**src/rtl/bsr_pkg.sv**
```systemverilog
package bsr_pkg;

    localparam int CELLS_PER_PAD = 3;
    localparam int SLOT_IN       = 0;
    localparam int SLOT_OUT      = 1;
    localparam int SLOT_EN       = 2;

    typedef enum logic [1:0] {
        OP_HOLD    = 2'd0,
        OP_SHIFT   = 2'd1,
        OP_CAPTURE = 2'd2
    } bsr_op_e;

endpackage

```
**src/rtl/bsr_op_decode.sv**
```systemverilog
module bsr_op_decode
    import bsr_pkg::*;
(
    input  logic    capture_dr,
    input  logic    shift_dr,
    output bsr_op_e op
);

    // Capture outranks shift.
    always_comb begin
        unique case ({capture_dr, shift_dr})
            2'b10, 2'b11: op = OP_CAPTURE;
            2'b01:        op = OP_SHIFT;
            default:      op = OP_HOLD;
        endcase
    end

endmodule

```
**src/rtl/bsr_cell.sv**
```systemverilog
module bsr_cell
    import bsr_pkg::*;
(
    input  logic    tck,
    input  logic    trst_n,
    input  bsr_op_e op,
    input  logic    update_en,
    input  logic    scan_in,
    input  logic    capture_val,
    input  logic    func_val,
    input  logic    test_mode,
    output logic    scan_q,
    output logic    upd_q,
    output logic    drive_val
);

    logic scan_d;

    // First mux: serial path or captured value.
    always_comb begin
        unique case (op)
            OP_CAPTURE: scan_d = capture_val;
            OP_SHIFT:   scan_d = scan_in;
            default:    scan_d = scan_q;
        endcase
    end

    always_ff @(posedge tck or negedge trst_n) begin
        if (!trst_n) begin
            scan_q <= 1'b0;
        end else begin
            scan_q <= scan_d;
        end
    end

    always_ff @(posedge tck or negedge trst_n) begin
        if (!trst_n) begin
            upd_q <= 1'b0;
        end else if (update_en) begin
            upd_q <= scan_q;
        end
    end

    // Second mux: functional value or held test value.
    assign drive_val = test_mode ? upd_q : func_val;

    p_hold_r10: assert property (@(posedge tck) disable iff (!trst_n)
        (op == OP_HOLD) |=> $stable(scan_q));

    p_upd_hold_r5: assert property (@(posedge tck) disable iff (!trst_n)
        !update_en |=> $stable(upd_q));

endmodule

```
**src/rtl/bsr_pad_group.sv**
```systemverilog
module bsr_pad_group
    import bsr_pkg::*;
(
    input  logic                     tck,
    input  logic                     trst_n,
    input  bsr_op_e                  op,
    input  logic                     update_en,
    input  logic                     test_mode,
    input  logic                     scan_in,
    input  logic                     core_oe,
    input  logic                     core_out,
    input  logic                     pad_in,
    output logic                     pad_oe,
    output logic                     pad_out,
    output logic                     core_in,
    output logic [CELLS_PER_PAD-1:0] scan_bits,
    output logic [CELLS_PER_PAD-1:0] upd_bits
);

    logic [CELLS_PER_PAD-1:0] func_vec;
    logic [CELLS_PER_PAD-1:0] drive_vec;

    assign func_vec[SLOT_EN]  = core_oe;
    assign func_vec[SLOT_OUT] = core_out;
    assign func_vec[SLOT_IN]  = pad_in;

    assign pad_oe  = drive_vec[SLOT_EN];
    assign pad_out = drive_vec[SLOT_OUT];
    assign core_in = drive_vec[SLOT_IN];

    for (genvar k = 0; k < CELLS_PER_PAD; k++) begin : g_cell
        logic serial_src;
        if (k == CELLS_PER_PAD - 1) begin : g_head
            assign serial_src = scan_in;
        end else begin : g_body
            assign serial_src = scan_bits[k+1];
        end

        bsr_cell u_cell (
            .tck         (tck),
            .trst_n      (trst_n),
            .op          (op),
            .update_en   (update_en),
            .scan_in     (serial_src),
            .capture_val (func_vec[k]),
            .func_val    (func_vec[k]),
            .test_mode   (test_mode),
            .scan_q      (scan_bits[k]),
            .upd_q       (upd_bits[k]),
            .drive_val   (drive_vec[k])
        );
    end

    p_capture_r3: assert property (@(posedge tck) disable iff (!trst_n)
        (op == OP_CAPTURE) |=> (scan_bits == $past({core_oe, core_out, pad_in})));

endmodule

```
**src/rtl/bsr_chain.sv**
```systemverilog
module bsr_chain
    import bsr_pkg::*;
#(
    parameter int NUM_PADS = 8
) (
    input  logic                tck,
    input  logic                trst_n,
    input  logic                tdi,
    input  logic                capture_dr,
    input  logic                shift_dr,
    input  logic                update_dr,
    input  logic                test_mode,
    input  logic [NUM_PADS-1:0] core_oe,
    input  logic [NUM_PADS-1:0] core_out,
    input  logic [NUM_PADS-1:0] pad_in,
    output logic [NUM_PADS-1:0] pad_oe,
    output logic [NUM_PADS-1:0] pad_out,
    output logic [NUM_PADS-1:0] core_in,
    output logic                tdo
);

    localparam int CHAIN_LEN = CELLS_PER_PAD * NUM_PADS;

    bsr_op_e              op;
    logic [CHAIN_LEN-1:0] scan_all;
    logic [CHAIN_LEN-1:0] upd_all;

    bsr_op_decode u_decode (
        .capture_dr (capture_dr),
        .shift_dr   (shift_dr),
        .op         (op)
    );

    for (genvar p = 0; p < NUM_PADS; p++) begin : g_pad
        logic group_in;
        if (p == NUM_PADS - 1) begin : g_first
            assign group_in = tdi;
        end else begin : g_next
            assign group_in = scan_all[CELLS_PER_PAD*(p+1)];
        end

        bsr_pad_group u_group (
            .tck       (tck),
            .trst_n    (trst_n),
            .op        (op),
            .update_en (update_dr),
            .test_mode (test_mode),
            .scan_in   (group_in),
            .core_oe   (core_oe[p]),
            .core_out  (core_out[p]),
            .pad_in    (pad_in[p]),
            .pad_oe    (pad_oe[p]),
            .pad_out   (pad_out[p]),
            .core_in   (core_in[p]),
            .scan_bits (scan_all[CELLS_PER_PAD*p +: CELLS_PER_PAD]),
            .upd_bits  (upd_all[CELLS_PER_PAD*p +: CELLS_PER_PAD])
        );
    end

    // Output mux toward the serial port.
    assign tdo = shift_dr ? scan_all[0] : 1'b0;

    p_shift_r2: assert property (@(posedge tck) disable iff (!trst_n)
        (shift_dr && !capture_dr) |=>
            (scan_all == {$past(tdi), $past(scan_all[CHAIN_LEN-1:1])}));

    p_update_r6: assert property (@(posedge tck) disable iff (!trst_n)
        update_dr |=> (upd_all == $past(scan_all)));

    p_priority_r4: assert property (@(posedge tck) disable iff (!trst_n)
        (capture_dr && shift_dr) |=> (scan_all[0] == $past(pad_in[0])));

    p_reset_r1: assert property (@(posedge tck)
        !trst_n |-> (scan_all == '0 && upd_all == '0));

endmodule

```
**config.mk**
```make
export PLATFORM = sky130hd
export DESIGN_NAME = bsr_chain
export DESIGN_NICKNAME = d
export VERILOG_FILES = /design/src/rtl/bsr_pkg.sv /design/src/rtl/bsr_op_decode.sv /design/src/rtl/bsr_cell.sv /design/src/rtl/bsr_pad_group.sv /design/src/rtl/bsr_chain.sv
export SDC_FILE = /design/constraint.sdc
export NUM_CORES = 1
export LEC_CHECK = 0
export BUFFER_PORTS_ARGS = -buffer_cell sky130_fd_sc_hd__buf_2
export CAP_MARGIN = 20
export CORE_MARGIN = 10
export CORE_UTILIZATION = 59
export CTS_CLUSTER_DIAMETER = 40
export DETAILED_ROUTE_END_ITERATION = 12
export GPL_TIMING_DRIVEN = 0
export PLACE_DENSITY = 0.85
export SLEW_MARGIN = 20
export SYNTH_ARGS = -nofsm -noshare
export SYNTH_HDL_FRONTEND = slang
export SYNTH_SLANG_ARGS = --single-unit
```
**constraint.sdc**
```tcl
create_clock -name tck -period 1.23 [get_ports tck]
set_input_delay 0.123 -clock tck [delete_from_list [all_inputs] [get_ports tck]]
set_output_delay 0.123 -clock tck [all_outputs]
set_load 0.02 [all_outputs]
```
### Yosys cells after proc, flatten, opt, wreduce, memory -nomap -nowiden

Cells that the tools add are included.

* multiplexer cells: 50
* reduce and logical (&&, ||, !) cells: 2
* equality and inequality tests: 5

Operators by type and width (number)
* $pmux W1 S2: 24
* $mux W1: 25
* $eq A2 B2 Y1 const B: 3
* $eq A2 B1 Y1 const B: 2
* $pmux W2 S2: 1
* $reduce_bool A2 Y1: 1
* $reduce_or A2 Y1: 1

* logic and storage cells: 105
* input bits: 31
* flip-flop bits (word level): 48
* output and inout bits: 25

### Depth between registers and ports, before layout

* word-level depth: 5
* gate-level depth with buffers: 4

### Cells and area by module

Synthesis repeated with hierarchy kept, for this count alone.

* cell total of the unflattened synthesis: 235
* area total of the unflattened synthesis: 2808.9 µm²

Modules (own cells, without submodules)
* bsr_cell: times used 24, cells each 9, area an instance 111.4 µm²
* bsr_pad_group: times used 8, cells each 2, area an instance 15.0 µm²
* bsr_op_decode: times used 1, cells each 2, area an instance 10.0 µm²
* bsr_chain: times used 1, cells each 1, area an instance 6.3 µm²

### Worst setup path before layout

OpenSTA, ideal clock, no wires.

* path type: input-to-output
* from: input test_mode
* to: output core_in[0]
* stages: 4
* slack: 0.290 ns
* path buffers: 3
* data required time: 1.107 ns
* data arrival time: 0.817 ns
* path through: buf_6 > buf_12 > mux2_4 > buf_4

* cells in the longest elaborated chain, start to end: 1

Ends and longest elaborated chain
* start, declared: line bsr_chain.sv:12 `input logic test_mode,`
* $mux W1: line bsr_cell.sv:45 `assign drive_val = test_mode ? upd_q : func_val;`
* end, declared: line bsr_chain.sv:18 `output logic [NUM_PADS-1:0] core_in,`

Every way passes these cells.

### Final worst setup path

* from: register g_pad[6].u_group.g_cell[1].u_cell.upd_q
* to: output pad_out[6]

* cells in the longest elaborated chain, start to end: 1

Ends and longest elaborated chain
* start, declared: line bsr_cell.sv:13 `output logic upd_q,`
* start signal, assigned: line bsr_cell.sv:40 `upd_q <= scan_q;`
* $mux W1: line bsr_cell.sv:45
* end, declared: line bsr_chain.sv:17 `output logic [NUM_PADS-1:0] pad_out,`

Every way passes these cells.

==> results.md <==
- Pin count of the biggest net entering global routing: 49
- Unique masters post-synth: 13
- Number of nets in the layout: 297
- Area grow syn2layout: 21.9%
- Vias per inst: 5.43
- Die area: 7700 sq um
- CP Data Arrival Time: 1100 ps
- Total Wirelength: 5900 um
- Crit share post-route: 99.3%
- Flop pwr share: 45.7%
- Util after Layout: 74.7%
- Share of cells above drive strength 1: 53.2%
- Post-synthesis area per instance: 13.1 sq um
- Sw frac: 27.9%
- CORE AREA: 4410 sq um
- Num CTS Buffers: 5
- Number of global-route vias before repair: 1893
- Clock root cell: clkbuf_8
- Die Span X: 87.7 um
- GPL Wtd Cong: 0.775
- Total grt overflow: 0
- WL per Instance: 18.5 um
- P per Cell Area: 1270 nW/um^2
- Clock Tree Buf Depth: 2
- Final worst slack: 8.88 ps
- Critical path class: flip-flop to output pin
- CTS Sinks: 48
- Sequential area share after synthesis: 44.4%
- Dpl ws: 95.2 ps
- First-pass GRT wire length: 9680 um
- Max Slew Vio Count: 0
- DRC: 0
- Max cap viols: 0
- Sw Pwr: 1.17 mW
- Port bufs: 51
- Fill count: 286
- Antenna-violating nets left: 0
- Minimum clock period: 1220 ps
- Final setup violation count: 0
- Clock skew: 8.87 ps
- DR iter-0 viols: 72
- Design area: 3300 sq um
- Tot Pwr: 4.19 mW
- Clock power frac: 23.3%
- Leakage: 1.70 nW
- Peak supply drop: 0.00101 V
- Cells after Synth: 207
- Comb power frac: 31.0%
- CTS tree: yes
- YS warnings: 0
- Critical path launch point type: flip-flop
- Reg clk slew, reported paths: 90 ps
- Fmax: 819 MHz
- Max transition margin: 61.2%
- Hold Crit Class: primary input to flip-flop
- Tot GR Track Use: 15.8%
- CP required: 1110 ps
- Slew @ Worst Pin: 582 ps
- Flops & latches, synth: 48
- Post-DP HPWL: 4110 um
- Clk_lat worst skew: 300 ps
- Worst-path fanout max: 2
- Initial Util: 61.3%
- Crit. End Element: output pin
- Initial antenna violation count: 0
- Chip height: 87.7 um
- Internal power: 3.02 mW
- IO Pins: 56
- Outcome: completed
- Cell Area, Placed: 3030 sq um
- Mapped cell area: 2710 sq um
- Antenna cell count: 0
- Cell row count: 24
- Synthesized net count: 238
- Hold Vio Cnt, Final: 0
- Via count: 1733
- First-pass detailed-route iteration total: 4
- Htree depth: 2
- RSZ-0062 raised after global routing: yes
## repair_timing
item	CTS	global route
hold buffers	0	1
pin swaps	0	0
gates resized for setup	53	0
setup buffers	13	11
setup endpoints to repair	24	21
endpoints found under the hold margin	0	48
## power groups by stage
stage                     combinational [mW]  sequential (mW)  clock [mW]
final                                   1.30             1.91       0.974
after global routing                    1.39             1.94        1.07
after CTS                               1.23             1.91       0.979
after detailed placement                1.11             1.95           0
after global placement                  1.08             1.93           0
after floorplan                        0.848             1.90           0
## cell usage in the layout (no fill, tap or decap)
master	instances
o21ai_0	5
buf_12	6
buf_4	26
dlygate4sd3_1	1
mux2_4	44
clkbuf_8	6
buf_6	27
mux2_2	4
dfrtp_1	48
buf_2	28
mux2i_1	24
and2_1	1
o21ai_1	19
clkbuf_1	3
nand2_1	24
clkinvlp_4	1
## critical path, stage by stage (launching register included)
cell	delay, ps
dfrtp_1	400
mux2_4	270
buf_6	130
## logic make-up after synthesis
logic type             count (synthesis)  share of synthesized area (%)
muxes                                 72                           34.4
AOI/OAI and AO/OA                     24                           4.44
and+or+nand+nor                       25                           3.56
DFF                                   48                           44.4
buffers and inverters                 38                           13.3
## cells in the mapped netlist, drive strengths merged
master	instances	area, sq um
and2	1	6.26
buf	36	352
clkbuf	2	7.51
dfrtp	48	1200
mux2	48	691
mux2i	24	240
nand2	24	90.1
o21ai	24	120
## sequential cells by signal, indices dropped and copies added, names as in the netlist
register	cells
g_pad.u_group.g_cell.u_cell.scan_q	24
g_pad.u_group.g_cell.u_cell.upd_q	24
## routing by layer
| layer | global-route usage [%] | part of all wire (%) | up-vias |
|---|---|---|---|
| met5 | 0 | 0 | - |
| met4 | 2.61 | 0.58 | 0 |
| met3 | 5.11 | 5.8 | 4 |
| met2 | 27.8 | 52 | 45 |
| met1 | 18.7 | 42 | 876 |
| li1 | - | - | 808 |
## final timing paths
kind	startpoint	to	slack (ps)	depth (start not counted)
setup / recovery	g_pad[6].u_group.g_cell[1].u_cell.upd_q$_DFFE_PN0P_	pad_out[6]	9	2
hold / removal	pad_in[6]	g_pad[6].u_group.g_cell[0].u_cell.scan_q$_DFFE_PN0P_	50	3
max in group asynchronous	trst_n	g_pad[5].u_group.g_cell[2].u_cell.upd_q$_DFFE_PN0P_	470	2
hold reg to reg	g_pad[5].u_group.g_cell[0].u_cell.upd_q$_DFFE_PN0P_	g_pad[5].u_group.g_cell[0].u_cell.upd_q$_DFFE_PN0P_	510	1
min in group asynchronous	trst_n	g_pad[1].u_group.g_cell[2].u_cell.upd_q$_DFFE_PN0P_	360	2
setup reg to reg	g_pad[6].u_group.g_cell[1].u_cell.upd_q$_DFFE_PN0P_	g_pad[6].u_group.g_cell[1].u_cell.upd_q$_DFFE_PN0P_	210	3
## metrics by stage
stage	hold slack [ps]	std cells	setup TNS, ps
after floorplan	-173	207	0
after global placement	346	310	0
after detailed placement	358	310	0
after CTS	40.4	308	-87.7
final	45.5	319	0
after global routing	50.1	319	-289
## area by class of cell
type	instances	area [sq um]	share of cell area, %
tap	52	65.1	1.97
multi-input combinational	121	1160	35.2
clock buffer	7	86.3	2.62
sequential	48	1200	36.4
clock inverter	1	7.51	0.228
buffer	14	179	5.42
timing repair buffer	76	598	18.1
Power figures use the tool's default switching activity.
